--- config.mk ---
export PLATFORM = sky130hd
export DESIGN_NAME = reset_sequencer
export DESIGN_NICKNAME = d
export VERILOG_FILES = /design/src/rtl/rstseq_pkg.sv /design/src/rtl/rstseq_sync.sv /design/src/rtl/rstseq_ctrl.sv /design/src/rtl/rstseq_cfg.sv /design/src/rtl/reset_sequencer.sv
export SDC_FILE = /design/constraint.sdc
export NUM_CORES = 1
export LEC_CHECK = 0
export BUFFER_PORTS_ARGS = -buffer_cell sky130_fd_sc_hd__buf_4
export CELL_PAD_IN_SITES_DETAIL_PLACEMENT = 1
export CELL_PAD_IN_SITES_GLOBAL_PLACEMENT = 1
export CORE_ASPECT_RATIO = 0.8
export CORE_MARGIN = 5
export CORE_UTILIZATION = 37
export DETAILED_ROUTE_END_ITERATION = 10
export GPL_TIMING_DRIVEN = 1
export PLACE_DENSITY_LB_ADDON = 0.1
export SLEW_MARGIN = 15
export SYNTH_ARGS = -nofsm -noshare
export SYNTH_HDL_FRONTEND = slang
export SYNTH_SLANG_ARGS = --single-unit
--- constraint.sdc ---
create_clock -name clk -period 2.6 [get_ports clk]
set_input_delay 0.26 -clock clk [delete_from_list [all_inputs] [get_ports clk]]
set_output_delay 0.26 -clock clk [all_outputs]
set_load 0.03 [all_outputs]
--- src/rtl/rstseq_pkg.sv ---
// Shared types of the reset sequencer: controller states and the cause code.
package rstseq_pkg;

    typedef enum logic [1:0] {
        ST_IDLE  = 2'd0,
        ST_SEQ   = 2'd1,
        ST_EXT   = 2'd2,
        ST_LATCH = 2'd3
    } seq_state_t;

    typedef enum logic [2:0] {
        CAUSE_POWER = 3'd0,
        CAUSE_SHORT = 3'd1,
        CAUSE_LONG  = 3'd2,
        CAUSE_ASYNC = 3'd3,
        CAUSE_SOFT  = 3'd4,
        CAUSE_WDOG  = 3'd5
    } rst_cause_t;

endpackage

--- src/rtl/rstseq_sync.sv ---
// Synchroniser for the external reset pin.
// Assumes STAGES >= 2. It resets to the inactive (high) level, so that
// power-on does not look like a pin reset.
module rstseq_sync #(
    parameter int STAGES = 2
) (
    input  logic clk,
    input  logic rst_n,
    input  logic pin_n,
    output logic pin_sync_n
);

    logic [STAGES-1:0] chain;

    // Shift the pin level through the flop chain.
    always_ff @(posedge clk) begin
        if (!rst_n) chain <= '1;
        else        chain <= {chain[STAGES-2:0], pin_n};
    end

    assign pin_sync_n = chain[STAGES-1];

endmodule

--- src/rtl/rstseq_ctrl.sv ---
// Reset sequence controller.
// It starts the fixed-length sequence, stretches it while the synchronised
// pin is low, waits the latch delay and records the cause. It also owns the
// bidirectional-pull enable. Assumes pll_bypass is a static strap and that
// LAT_PLL and LAT_BYP are no larger than SEQ_LEN.
module rstseq_ctrl
    import rstseq_pkg::*;
#(
    parameter int SEQ_LEN = 1024,
    parameter int LAT_PLL = 8,
    parameter int LAT_BYP = 6
) (
    input  logic       clk,
    input  logic       rst_n,
    input  logic       pin_s_n,
    input  logic       sw_req,
    input  logic       wdt_req,
    input  logic       pll_bypass,
    input  logic       vpd_low,
    input  logic       bidir_arm,
    output logic       in_reset,
    output logic       latch_en,
    output logic       latch_partial,
    output logic       strobe,
    output logic       fetch,
    output logic       pull_en,
    output logic [2:0] cause_o
);

    localparam int CNT_W = $clog2(SEQ_LEN);
    localparam logic [CNT_W-1:0] SEQ_LAST = CNT_W'(SEQ_LEN - 1);
    localparam logic [CNT_W-1:0] PLL_LAST = CNT_W'(LAT_PLL - 1);
    localparam logic [CNT_W-1:0] BYP_LAST = CNT_W'(LAT_BYP - 1);

    seq_state_t       state;
    rst_cause_t       cause;
    logic [CNT_W-1:0] cnt;
    logic             internal;
    logic             async_seen;
    logic             bidir_en;
    logic             seq_last;
    logic [CNT_W-1:0] lat_last;

    // Decode the end of the sequence and the latch delay selected by the strap.
    always_comb begin
        seq_last = (cnt == SEQ_LAST);
        lat_last = pll_bypass ? BYP_LAST : PLL_LAST;
        latch_en = (state == ST_LATCH) && pin_s_n && (cnt == lat_last);
    end

    // Main sequencing state machine with its shared counter.
    always_ff @(posedge clk) begin
        if (!rst_n) begin
            state      <= ST_SEQ;
            cnt        <= '0;
            cause      <= CAUSE_POWER;
            internal   <= 1'b0;
            async_seen <= 1'b0;
            bidir_en   <= 1'b0;
            strobe     <= 1'b0;
            fetch      <= 1'b0;
        end else begin
            strobe <= 1'b0;
            fetch  <= strobe;
            case (state)
                ST_IDLE: begin
                    async_seen <= 1'b0;
                    if (bidir_arm) bidir_en <= 1'b1;
                    if (!pin_s_n) begin
                        state      <= ST_SEQ;
                        cnt        <= '0;
                        internal   <= 1'b0;
                        async_seen <= vpd_low;
                        cause      <= vpd_low ? CAUSE_ASYNC : CAUSE_SHORT;
                    end else if (wdt_req) begin
                        state    <= ST_SEQ;
                        cnt      <= '0;
                        internal <= 1'b1;
                        cause    <= CAUSE_WDOG;
                    end else if (sw_req) begin
                        state    <= ST_SEQ;
                        cnt      <= '0;
                        internal <= 1'b1;
                        cause    <= CAUSE_SOFT;
                    end
                end
                ST_SEQ: begin
                    cnt <= cnt + 1'b1;
                    if (seq_last) begin
                        cnt <= '0;
                        if (!pin_s_n) begin
                            state <= ST_EXT;
                            if (!async_seen) cause <= CAUSE_LONG;
                        end else begin
                            state <= ST_LATCH;
                        end
                    end
                end
                ST_EXT: begin
                    if (pin_s_n) begin
                        state <= ST_LATCH;
                        cnt   <= '0;
                    end
                end
                default: begin
                    if (!pin_s_n) begin
                        state <= ST_EXT;
                        if (!async_seen) cause <= CAUSE_LONG;
                    end else if (latch_en) begin
                        state    <= ST_IDLE;
                        strobe   <= 1'b1;
                        bidir_en <= 1'b0;
                    end else begin
                        cnt <= cnt + 1'b1;
                    end
                end
            endcase
            if (state != ST_IDLE && vpd_low && !pin_s_n) begin
                async_seen <= 1'b1;
                cause      <= CAUSE_ASYNC;
            end
        end
    end

    // Drive the outputs that are decoded from the registered state.
    always_comb begin
        in_reset      = (state != ST_IDLE);
        latch_partial = internal;
        pull_en       = (state == ST_SEQ) && internal && bidir_en && !async_seen;
        cause_o       = cause;
    end

endmodule

--- src/rtl/rstseq_cfg.sv ---
// Configuration word capture.
// On latch_en a full capture loads every port bit. A partial capture
// (software or watchdog reset) loads the KEEP field, clears the CLR field
// and holds the others. Assumes the two fields do not overlap.
module rstseq_cfg #(
    parameter int PORT_W  = 16,
    parameter int KEEP_HI = 12,
    parameter int KEEP_LO = 6,
    parameter int CLR_HI  = 5,
    parameter int CLR_LO  = 2
) (
    input  logic              clk,
    input  logic              rst_n,
    input  logic              latch_en,
    input  logic              partial,
    input  logic [PORT_W-1:0] port_in,
    output logic [PORT_W-1:0] word
);

    for (genvar b = 0; b < PORT_W; b++) begin : g_bit
        logic q;
        if (b >= KEEP_LO && b <= KEEP_HI) begin : g_relatch
            // Field refreshed by every kind of capture.
            always_ff @(posedge clk) begin
                if (!rst_n)        q <= 1'b0;
                else if (latch_en) q <= port_in[b];
            end
        end else if (b >= CLR_LO && b <= CLR_HI) begin : g_clear
            // Field zeroed by a partial capture.
            always_ff @(posedge clk) begin
                if (!rst_n)        q <= 1'b0;
                else if (latch_en) q <= partial ? 1'b0 : port_in[b];
            end
        end else begin : g_hold
            // Field loaded only by a full capture.
            always_ff @(posedge clk) begin
                if (!rst_n)                    q <= 1'b0;
                else if (latch_en && !partial) q <= port_in[b];
            end
        end
        assign word[b] = q;
    end

endmodule

--- src/rtl/reset_sequencer.sv ---
// Top of the reset sequencer: pin synchroniser, controller, configuration
// capture and the reset-out flop. Assumes clk is the half-cycle time unit and
// that the pin and strap inputs come straight from pads.
module reset_sequencer #(
    parameter int PORT_W  = 16,
    parameter int ADDR_W  = 24,
    parameter int SYNC_N  = 2,
    parameter int SEQ_LEN = 1024,
    parameter int LAT_PLL = 8,
    parameter int LAT_BYP = 6
) (
    input  logic              clk,
    input  logic              rst_n,
    input  logic              rstin_n,
    input  logic              sw_rst_req,
    input  logic              wdt_ovf,
    input  logic              pll_bypass,
    input  logic              vpd_low,
    input  logic              bidir_arm,
    input  logic [PORT_W-1:0] port_in,
    output logic              irst,
    output logic              rst_out,
    output logic              pin_pull,
    output logic              cfg_strobe,
    output logic [PORT_W-1:0] cfg_word,
    output logic              fetch_start,
    output logic [ADDR_W-1:0] fetch_addr,
    output logic [2:0]        rst_cause
);

    logic pin_s_n;
    logic latch_en;
    logic latch_partial;

    rstseq_sync #(.STAGES(SYNC_N)) u_sync (
        .clk        (clk),
        .rst_n      (rst_n),
        .pin_n      (rstin_n),
        .pin_sync_n (pin_s_n)
    );

    rstseq_ctrl #(
        .SEQ_LEN (SEQ_LEN),
        .LAT_PLL (LAT_PLL),
        .LAT_BYP (LAT_BYP)
    ) u_ctrl (
        .clk           (clk),
        .rst_n         (rst_n),
        .pin_s_n       (pin_s_n),
        .sw_req        (sw_rst_req),
        .wdt_req       (wdt_ovf),
        .pll_bypass    (pll_bypass),
        .vpd_low       (vpd_low),
        .bidir_arm     (bidir_arm),
        .in_reset      (irst),
        .latch_en      (latch_en),
        .latch_partial (latch_partial),
        .strobe        (cfg_strobe),
        .fetch         (fetch_start),
        .pull_en       (pin_pull),
        .cause_o       (rst_cause)
    );

    rstseq_cfg #(.PORT_W(PORT_W)) u_cfg (
        .clk      (clk),
        .rst_n    (rst_n),
        .latch_en (latch_en),
        .partial  (latch_partial),
        .port_in  (port_in),
        .word     (cfg_word)
    );

    // Reset-out follows the internal reset one cycle late, so it releases with fetch.
    always_ff @(posedge clk) begin
        if (!rst_n) rst_out <= 1'b1;
        else        rst_out <= irst;
    end

    assign fetch_addr = '0;

endmodule

==> metrics.txt, run 1 <==
NumNets Final=320; Hold Path Sink=u_sync.chain[0]; Seq/Total Area, Yosys=35.0%; commonest cells after routing, fill and taps aside=buf_4 (52), dfxtp_1 (39), nand2_1 (29); Switching Power=0.000309 W; Rel. slew slack=58.4%; post-CTS sizing=0; Worst Hold Launch=rstin_n; Placed Area=2440 sq um; H-tree levels=2; Synth Warn #=0; clk_skew=0.00818 ns; global route overflow=0; largest net degree at the start of global routing=40; hold depth=2; CORE AREA=5880 sq um; CTS max path bufs=2; Achievable Freq=442 MHz; Worst Setup Start Kind=flip-flop; Comb pwr share=10.6%; final setup fails=0; first drt pass iteration count=4; initial antenna violation count=0; Final Hold Fails=0; GRT Total Usage=14.2%; Post-synth top flop=dfxtp_1; PD cells=470 nW/um^2; vias per std cell=4.78; worst skew pair latency=0.29 ns; vias in the first global route=1,718; initial DRC count=68; slowest cell delay on critical path=0.47 ns; Clock Tree Root=clkbuf_8; Final ANT Viol Nets=0; Sequential Power Share=50.9%; Reg-to-Reg Start=u_ctrl.state[0]; commonest non-fill, non-tap cell in the layout=buf_4; CTS buffer count=5; height of the die=79.4 microns; post-route clock period utilization=87.1%; chip width=96.8 microns; Net Sw Frac=25.8%; Slew @ Worst Pin=0.614 ns; Worst R2R End=u_ctrl.cnt[4]; Rows=25; Placer Congestion=0.802; max cap viols=0; arrival time of the worst setup path=2.49 ns; Clock power frac=38.5%; r2r setup slk=0.34 ns; cts hold-fix bufs=0; critical path class=reg -> reg; share of synthesized registers carrying an async set or reset=0%; Worst setup EP type=flip-flop; Area Growth Syn to Fin=14.3%; Port Buffers=47; Min-Delay Path Class=in -> reg; Distinct cells, synth=50; first-pass GRT wire length=8.84 mm; worst r2r path cells=8; Crit Path Max Fanout=13; Worst-path clk slew=0.08 ns; CP cell instances=inv_1, ha_1, o21ba_1, o32a_1, o41ai_4, buf_4, or4_1, o22ai_1; mapped cell area=2230 sq um; outcome=finished, final reports clean; die area=7690 sq um; Post-CTS Setup Bufs=0; CP max-delay cell=or4_1; filler cell count=738; CTS tree=yes; VDD IR max=208 uV; dpl hpwl=4.12 mm; Residual DRC=0; final setup TNS=0 ns; count of flip-flops with a built-in enable after synthesis=0; final instance area=2550 sq um; Routed WL=5.45 mm; Top Ports=72; wire per inst=14.6 microns; Tmin final=2.26 ns; Slew Viols, Final=0; Synth Instances=260; internal power=0.000889 W; Starting Density=37.9%; Vias=1,780; share of layout cells above drive strength 1=23.4%; Critical Path RT=2.82 ns; diodes inserted=0; TritonCTS Sinks=39; #FFs+latches synth=39; static leakage=1.08 nW; unrepaired setup endpoints after global routing=no; Avg Cell Area, Syn=8.58 sq um
## through the flow
step	instances	total power, W	worst slack (ns)	utilization [%]	hold WS [ns]
6_report	372	0.00120	0.336	43.3	0.153
5_1_grt	372	0.00125	0.172	43.3	0.143
2_1_floorplan	283	0.000735	0.762	-	0.361
4_1_cts	372	0.00122	0.332	43.3	0.150
3_3_place_gp	364	0.000749	0.447	41.6	0.388
3_5_place_dp	364	0.000750	0.337	41.6	0.397
## sequential cells by signal, summed over array words and instances (netlist names), 2 cells and up
name and count:
u_cfg.g_bit.q 16, u_ctrl.state 2, u_ctrl.cnt 10, u_sync.chain 2, u_ctrl.cause_o 3
## cell families (layout without fill, tap and decap cells)
group,count (synthesis),after routing,share of synthesized area (%)
other cells,1,24,0.168
flops,39,39,35.0
mux,7,7,3.14
simple gates,91,91,23.5
compound gates,53,53,16.5
buf+inv,62,70,18.0
fa+ha+maj,6,6,3.37
xor+xnor,1,1,0.393
## layout make-up
type	instances	area, sq um	area share (%)
multi-input cells	182	1130	44.5
clock buffers	7	96.3	3.78
clock inverters	1	7.51	0.295
well taps	81	101	3.98
flip-flops and latches	39	781	30.6
inverters	10	37.5	1.47
repair buffers	52	390	15.3
## routing by layer
layer	share of wire, %	routed length (microns)	GRT usage [%]	vias up
met1	51	2790	20.1	834
met4	1.1	60	5.05	0
li1	-	-	-	892
met2	42	2310	20.5	47
met5	0	0	0	-
met3	5.3	287	3.84	7
## critical path: cells and delay by family (launching register included)
kind / cells / cell delay (ns)
AO/OA/AOI/OAI: 4 / 0.65
buffers and inverters: 2 / 0.30
flip-flops: 1 / 0.34
AND/OR/NAND/NOR: 1 / 0.47
adder cells (fa/ha/maj): 1 / 0.43
## power by group through the flow
stage                     Sequential (W)  Clock, W  Combinational (W)
final                           0.000610  0.000461           0.000127
after global routing            0.000611  0.000504           0.000135
after CTS                       0.000610  0.000481           0.000126
after detailed placement        0.000624         0           0.000126
after global placement          0.000624         0           0.000125
after floorplan                 0.000625         0           0.000110
## Yosys cell counts, types with 2 or more instances
master | number | share of area (%)
a211oi_1 | 2 | 0.67
a21boi_0 | 6 | 2.0
a21oi_1 | 18 | 4.0
a31oi_1 | 2 | 0.56
and3_1 | 4 | 1.1
and4b_1 | 4 | 1.8
buf_2 | 2 | 0.45
buf_4 | 40 | 13
buf_6 | 2 | 1.0
clkbuf_1 | 8 | 1.3
dfxtp_1 | 39 | 35
ha_1 | 6 | 3.4
inv_1 | 10 | 1.7
mux2i_1 | 7 | 3.1
nand2_1 | 29 | 4.9
nand2b_1 | 7 | 2.0
nand3_1 | 8 | 1.8
nand3b_1 | 2 | 0.67
nand4_1 | 2 | 0.56
nor2_1 | 11 | 1.9
nor2b_1 | 7 | 2.0
nor3_1 | 2 | 0.45
nor4_1 | 3 | 0.84
o211ai_1 | 2 | 0.67
o21ai_0 | 7 | 1.6
o22ai_1 | 4 | 1.1
o31ai_1 | 2 | 0.67
o32a_1 | 2 | 0.90
## worst max path at each step
stage	depth (start not counted)	slack [ns]	endpoint	startpoint
floorplan	7	0.76	u_ctrl.cnt[4]	u_ctrl.state[0]
global placement	8	0.45	u_ctrl.cnt[4]	u_ctrl.state[0]
detailed placement	8	0.34	u_ctrl.cnt[4]	u_ctrl.state[0]
CTS	8	0.33	u_ctrl.cnt[4]	u_ctrl.state[0]
global route	8	0.17	u_ctrl.cnt[4]	u_ctrl.state[1]
finish	8	0.34	u_ctrl.cnt[4]	u_ctrl.state[0]
Note: power is estimated with default switching activity, not from simulation.
==> inputs of run 2 (changes only) <==
--- a/config.mk
+++ b/config.mk
@@ -9,12 +9,10 @@
 export CELL_PAD_IN_SITES_DETAIL_PLACEMENT = 1
 export CELL_PAD_IN_SITES_GLOBAL_PLACEMENT = 1
 export CORE_ASPECT_RATIO = 0.8
-export CORE_MARGIN = 5
 export CORE_UTILIZATION = 37
 export DETAILED_ROUTE_END_ITERATION = 10
 export GPL_TIMING_DRIVEN = 1
 export PLACE_DENSITY_LB_ADDON = 0.1
-export SLEW_MARGIN = 15
 export SYNTH_ARGS = -nofsm -noshare
 export SYNTH_HDL_FRONTEND = slang
 export SYNTH_SLANG_ARGS = --single-unit
==> metrics.txt, run 2 (synthesized netlist as in run 1, its figures left out) <==
outcome=finished, final reports clean; Worst setup EP type=flip-flop; Tmin final=2.15 ns (-0.112 ns); Achievable Freq=465 MHz (+5.2%); Rows=24 (-4.0%); post-CTS sizing=0 (unchanged); Multi-input gate area=1130 sq um (unchanged); Residual DRC=0 (unchanged); commonest cells after routing, fill and taps aside=buf_4 (53), dfxtp_1 (39), nand2_1 (29); vias in the first global route=1,677 (-2.4%); final instance area=2580 sq um (+1.3%); VDD IR max=219 uV (+5.3%); first-pass GRT wire length=8.38 mm (-5.1%); Clock Tree Root=clkbuf_8; final core utilization=46.0% (+2.6 points); Critical Path RT=2.82 ns (about the same); H-tree levels=2 (unchanged); Slew Viols, Final=0 (unchanged); Placed Area=2450 sq um (+0.15%); PD cells=518 nW/um^2 (+10%); cts hold-fix bufs=0 (unchanged); Placer Congestion=0.772 (-3.7%); diodes inserted=0 (unchanged); largest register by flop count=u_cfg.g_bit.q; highest routed layer=met4; Vias=1,808 (+1.6%); height of the die=71.4 microns (-10%); final setup TNS=0 ns (unchanged); worst r2r path cells=8 (unchanged); Worst Setup Start Kind=flip-flop; global route overflow=0 (unchanged); die area=6340 sq um (-18%); arrival time of the worst setup path=2.37 ns (-0.12 ns); Post-CTS Setup Bufs=0 (unchanged); vias per std cell=4.89 (+2.1%); CTS tree=yes; CTS max path bufs=2 (unchanged); GRT Total Usage=17.5% (+3.3 points); Top Ports=72 (unchanged); met2 wire len=2.26 mm (-2.3%); Min-Delay Path Class=in -> reg; Final ANT Viol Nets=0 (unchanged); worst skew pair latency=0.29 ns (about the same); Area Growth Syn to Fin=15.8%; Crit Path Max Fanout=14 (+1); CORE AREA=5620 sq um (-4.5%); Rel. slew slack=63.6% (+5.2 points); hold depth=2 (unchanged); unrepaired setup endpoints after global routing=no; register area=781 sq um (unchanged); static leakage=1.10 nW (+1.9%); Worst-path clk slew=0.08 ns (about the same); critical path class=reg -> reg; Final Hold Fails=0 (unchanged); NumNets Final=321 (+0.31%); largest net degree at the start of global routing=39 (-2.5%); commonest non-fill, non-tap cell in the layout=buf_4; clk_skew=0.00564 ns (-0.00254 ns); met3 wire length=215 microns (-25%); final setup fails=0 (unchanged); Tot Pwr=0.00134 W (+12%); post-route clock period utilization=82.8% (-4.3 points); share of layout cells above drive strength 1=23.3% (-0.080 points); Slew @ Worst Pin=0.538 ns (-0.0768 ns); Metal-1 WL=2.66 mm (-4.8%); Port Buffers=47 (unchanged); dpl hpwl=3.87 mm (-6.0%); CTS buffer count=5 (unchanged); max reg flops=16 (unchanged); wire per inst=14.0 microns (-4.1%); initial antenna violation count=0 (unchanged); Starting Density=39.7% (+1.8 points); filler cell count=701 (-5.0%); Routed WL=5.20 mm (-4.6%); first drt pass iteration count=4 (unchanged); initial DRC count=100 (+47%); chip width=88.8 microns (-8.3%); TritonCTS Sinks=39 (unchanged); max cap viols=0 (unchanged)
==> run 2: cell count changes in the layout (fill, tap and decap cells not counted) <==
cell        change
clkinvlp_4      -1
clkbuf_1        +1
buf_4           +1
clkbuf_8        -2
bufinv_16       +2
==> run 2: through the flow <==
step / setup WS [ns] / instances / hold slack, ns
after global placement: 0.519 / 362 / 0.389
after global routing: 0.317 / 370 / 0.162
after floorplan: 0.762 / 283 / 0.361
final: 0.448 / 370 / 0.151
after CTS: 0.449 / 370 / 0.146
after detailed placement: 0.473 / 362 / 0.403
==> run 2: critical path, stage by stage, from the launching register on <==
cell,delay (ns)
dfxtp_1,0.39
inv_1,0.09
ha_1,0.27
o21ba_1,0.24
o32a_1,0.19
o41ai_4,0.09
buf_4,0.19
or4_1,0.47
o22ai_1,0.15
==> run 2: metal layers <==
layer	track usage, %	vias up
met4	6.45	0
met1	25.5	851
li1	-	899
met2	25.6	54
met5	0	-
met3	3.23	4
==> run 2: final timing paths <==
check | from | to | slack, ns
worst min register to register | u_sync.chain[0] | u_sync.chain[1] | 0.42
worst max register to register | u_ctrl.state[0] | u_ctrl.cnt[4] | 0.45
worst min-delay path | rstin_n | u_sync.chain[0] | 0.15
worst max-delay path | u_ctrl.state[0] | u_ctrl.cnt[4] | 0.45
==> run 2: cell type report <==
class	instances	share of cell area, %
Multi-Input combinational cell	182	44.0
Sequential cell	39	30.2
Timing Repair Buffer	53	15.4
Tap cell	78	3.78
Clock buffer	6	2.81
Clock inverter	2	2.33
Inverter	10	1.45
==> run 2: power breakdown <==
| group | internal (W) | switching [W] | leakage [nW] |
|---|---|---|---|
| clock | 0.000384 | 0.000218 | 0.0654 |
| combinational | 0.0000437 | 0.0000811 | 0.715 |
| sequential | 0.000604 | 0.00000707 | 0.315 |
| total | 0.00103 | 0.000306 | 1.10 |
==> inputs of run 3 (changes only) <==
--- a/config.mk
+++ b/config.mk
@@ -5,11 +5,12 @@
 export SDC_FILE = /design/constraint.sdc
 export NUM_CORES = 1
 export LEC_CHECK = 0
+export ABC_AREA = 1
 export BUFFER_PORTS_ARGS = -buffer_cell sky130_fd_sc_hd__buf_4
 export CELL_PAD_IN_SITES_DETAIL_PLACEMENT = 1
 export CELL_PAD_IN_SITES_GLOBAL_PLACEMENT = 1
 export CORE_ASPECT_RATIO = 0.8
-export CORE_UTILIZATION = 37
+export CORE_UTILIZATION = 32
 export DETAILED_ROUTE_END_ITERATION = 10
 export GPL_TIMING_DRIVEN = 1
 export PLACE_DENSITY_LB_ADDON = 0.1
==> constraint.sdc (replaced) <==
create_clock -name clk -period 1.8 [get_ports clk]
set_input_delay 0.18 -clock clk [delete_from_list [all_inputs] [get_ports clk]]
set_output_delay 0.18 -clock clk [all_outputs]
set_load 0.03 [all_outputs]
==> metrics.txt, run 3 <==
post-synthesis mux area share=0% (-3.1 points); largest register by flop count=u_cfg.g_bit.q; Residual DRC=0 (unchanged); CTS tree=yes; static leakage=1.26 nW (+15%); Synth Warn #=0 (unchanged); mapped cell area=2200 sq um (-1.3%); Placed Instances=420 (+16%); max reg flops=16 (unchanged); filler cell count=859 (+23%); height of the die=76.2 microns (+6.6%); vias in the first global route=1,915 (+14%); Slew Viols, Final=0 (unchanged); Post-Synth Adder-Cell Area=3.41% (+0.044 points); first-pass GRT wire length=8.97 mm (+7.0%); Worst Hold Launch=rstin_n; #FFs+latches synth=39 (unchanged); Seq/Total Area, Yosys=35.5% (+0.46 points); WHS=0.0763 ns (-0.0750 ns); GRT Total Usage=15.9% (-1.6 points); TritonCTS Sinks=39 (unchanged); unrepaired setup endpoints after global routing=no; top cells by area, synth=dfxtp_1 (35%), buf_4 (14%), nor2_1 (9.4%); max cap viols=0 (unchanged); Area Growth Syn to Fin=17.5%; critical path class=reg -> reg; clk_skew=0.00831 ns (+0.00267 ns); dpl hpwl=4.10 mm (+5.9%); top-area cell type share of the netlist area=35.5% (+0.46 points); initial antenna violation count=0 (unchanged); chip width=94.7 microns (+6.7%); H-tree levels=2 (unchanged); Slew @ Worst Pin=0.587 ns (+0.0496 ns); CTS max path bufs=2 (unchanged); VDD IR max=371 uV (+69%); Crit Path Max Fanout=6 (-8); final setup TNS=0 ns (unchanged); initial DRC count=71 (-29%); CP Capture Point=u_ctrl.cause_o[0]; CP cell instances=inv_1, ha_2, inv_2, nand2_2, nand3_1, nor2_1, nand2_2, nand2_1, nand2_1, a21oi_1; diodes inserted=0 (unchanged); global route overflow=0 (unchanged); Post-synth top flop=dfxtp_1; Worst Setup Start Kind=flip-flop; Port Buffers=47 (unchanged); Synth area leader=dfxtp_1; Critical path origin=u_ctrl.state[1]; Distinct cells, synth=31 (-38%); share of layout cells above drive strength 1=27.8% (+4.5 points); Cell Count, Final, Fillers Out=429 (+16%); Avg Cell Area, Syn=7.26 sq um (-15%); Reg-to-Reg Start=u_ctrl.state[1]; vias per std cell=4.43 (-9.4%); count leader, synth=nor2_1; PD cells=947 nW/um^2 (+83%); Critical Path RT=2.02 ns (-0.80 ns); commonest cells after routing, fill and taps aside=buf_4 (56), nor2_1 (55), nand2_1 (43); Starting Density=33.8% (-5.9 points); register area=782 sq um (+0.16%); main combinational cell family by area after synthesis=simple AND/OR/NAND/NOR gates; share of synthesized registers carrying an async set or reset=0% (unchanged); r2r setup slk=0.19 ns (-0.26 ns); largest net degree at the start of global routing=24 (-38%); post-route clock period utilization=89.6% (+6.8 points); Final Hold Fails=0 (unchanged); CTS buffer count=5 (unchanged); Routed WL=5.29 mm (+1.9%); final setup fails=0 (unchanged); Top Ports=72 (unchanged); die area=7220 sq um (+14%); Synth Area in Simple Gates=29.1% (+5.6 points); Synth Area in Compound Gates=11.7% (-4.8 points); Worst R2R End=u_ctrl.cause_o[0]; Multi-input gate area=1100 sq um (-3.2%); CP max-delay cell=dfxtp_1; Achievable Freq=620 MHz (+33%); NumNets Final=374 (+17%); Synth Instances=303 (+17%); outcome=finished, final reports clean; Clock Tree Root=clkbuf_8; CORE AREA=6510 sq um (+16%); Worst-path clk slew=0.08 ns (about the same); Rows=26 (+8.3%); Tmin final=1.61 ns (-0.540 ns); commonest cells in the netlist=nor2_1 (55), nand2_1 (43), buf_4 (41), dfxtp_1 (39); Placer Congestion=0.717 (-7.1%); wire per inst=12.3 microns (-12%); first drt pass iteration count=4 (unchanged); count of flip-flops with a built-in enable after synthesis=0 (unchanged); worst r2r path cells=10 (+2); Worst setup EP type=flip-flop; slowest cell delay on critical path=0.35 ns (-0.12 ns); worst skew pair latency=0.30 ns (about the same); Synth Area in XOR/XNOR=1.19% (+0.80 points); Min-Delay Path Class=in -> reg; Vias=1,900 (+5.1%); Final ANT Viol Nets=0 (unchanged); commonest non-fill, non-tap cell in the layout=buf_4; Rel. slew slack=60.8% (-2.8 points); arrival time of the worst setup path=1.83 ns (-0.54 ns)
-- run 3: metal layers --
metal / global-route usage (%) / wire length, microns / up-vias
li1: - / - / 983
met1: 20.8 / 2630 / 866
met2: 25.8 / 2370 / 45
met3: 2.99 / 214 / 6
met4: 5.91 / 74 / 0
met5: 0 / 0 / -
-- run 3: worst min path at each step --
stage	to	slack, ns	depth (start not counted)
2_1_floorplan	u_sync.chain[0]	0.29	1
3_3_place_gp	u_sync.chain[0]	0.39	2
3_5_place_dp	u_sync.chain[0]	0.39	2
4_1_cts	u_sync.chain[0]	0.08	2
5_1_grt	u_sync.chain[0]	0.07	2
6_report	u_sync.chain[0]	0.08	2
-- run 3: area by class of cell --
class / count / share of cell area, %
Inverter: 25 / 3.68
Clock inverter: 2 / 0.484
Multi-Input combinational cell: 217 / 42.5
Tap cell: 84 / 4.06
Clock buffer: 6 / 2.81
Timing Repair Buffer: 56 / 16.3
Sequential cell: 39 / 30.2
-- run 3: logic make-up (layout without fill, tap and decap cells) --
group | after synthesis | count (layout)
buf+inv | 70 | 89
fa+ha+maj | 6 | 6
compound gates | 47 | 47
xor+xnor | 3 | 3
flops | 39 | 39
simple gates | 137 | 137
other cells | 1 | 24
-- run 3: metrics by stage --
step / utilization (%) / area, sq um / power [W] / worst slack [ns]
global placement: 38.1 / 2480 / 0.00186 / 0.132
finish: 39.8 / 2590 / 0.00245 / 0.188
detailed placement: 38.1 / 2480 / 0.00186 / 0.00251
CTS: 39.5 / 2570 / 0.00247 / 0.0749
floorplan: - / 2290 / 0.00164 / 0.259
global route: 39.8 / 2590 / 0.00264 / 0.00897
-- run 3: power breakdown --
group,switching (W),internal (W)
sequential,0.0000737,0.000937
combinational,0.000537,0.000305
clock,0.000326,0.000271
total,0.000937,0.00151
-- run 3: repair_timing --
item / in CTS / in global routing
pin swaps: 0 / 1
gates cloned: 0 / 0
hold buffers: 0 / 0
buffers inserted: 0 / 1
setup endpoints to repair: 7 / 10
hold endpoints to repair: 0 / 0
resized for setup: 1 / 3
-- run 3: critical path, delay by kind of cell, from the launching register on --
family,cells,cell delay [ns]
AOI/OAI and AO/OA,1,0.11
adders and majority gates,1,0.25
buffers and inverters,2,0.19
DFF,1,0.35
and+or+nand+nor,6,0.63
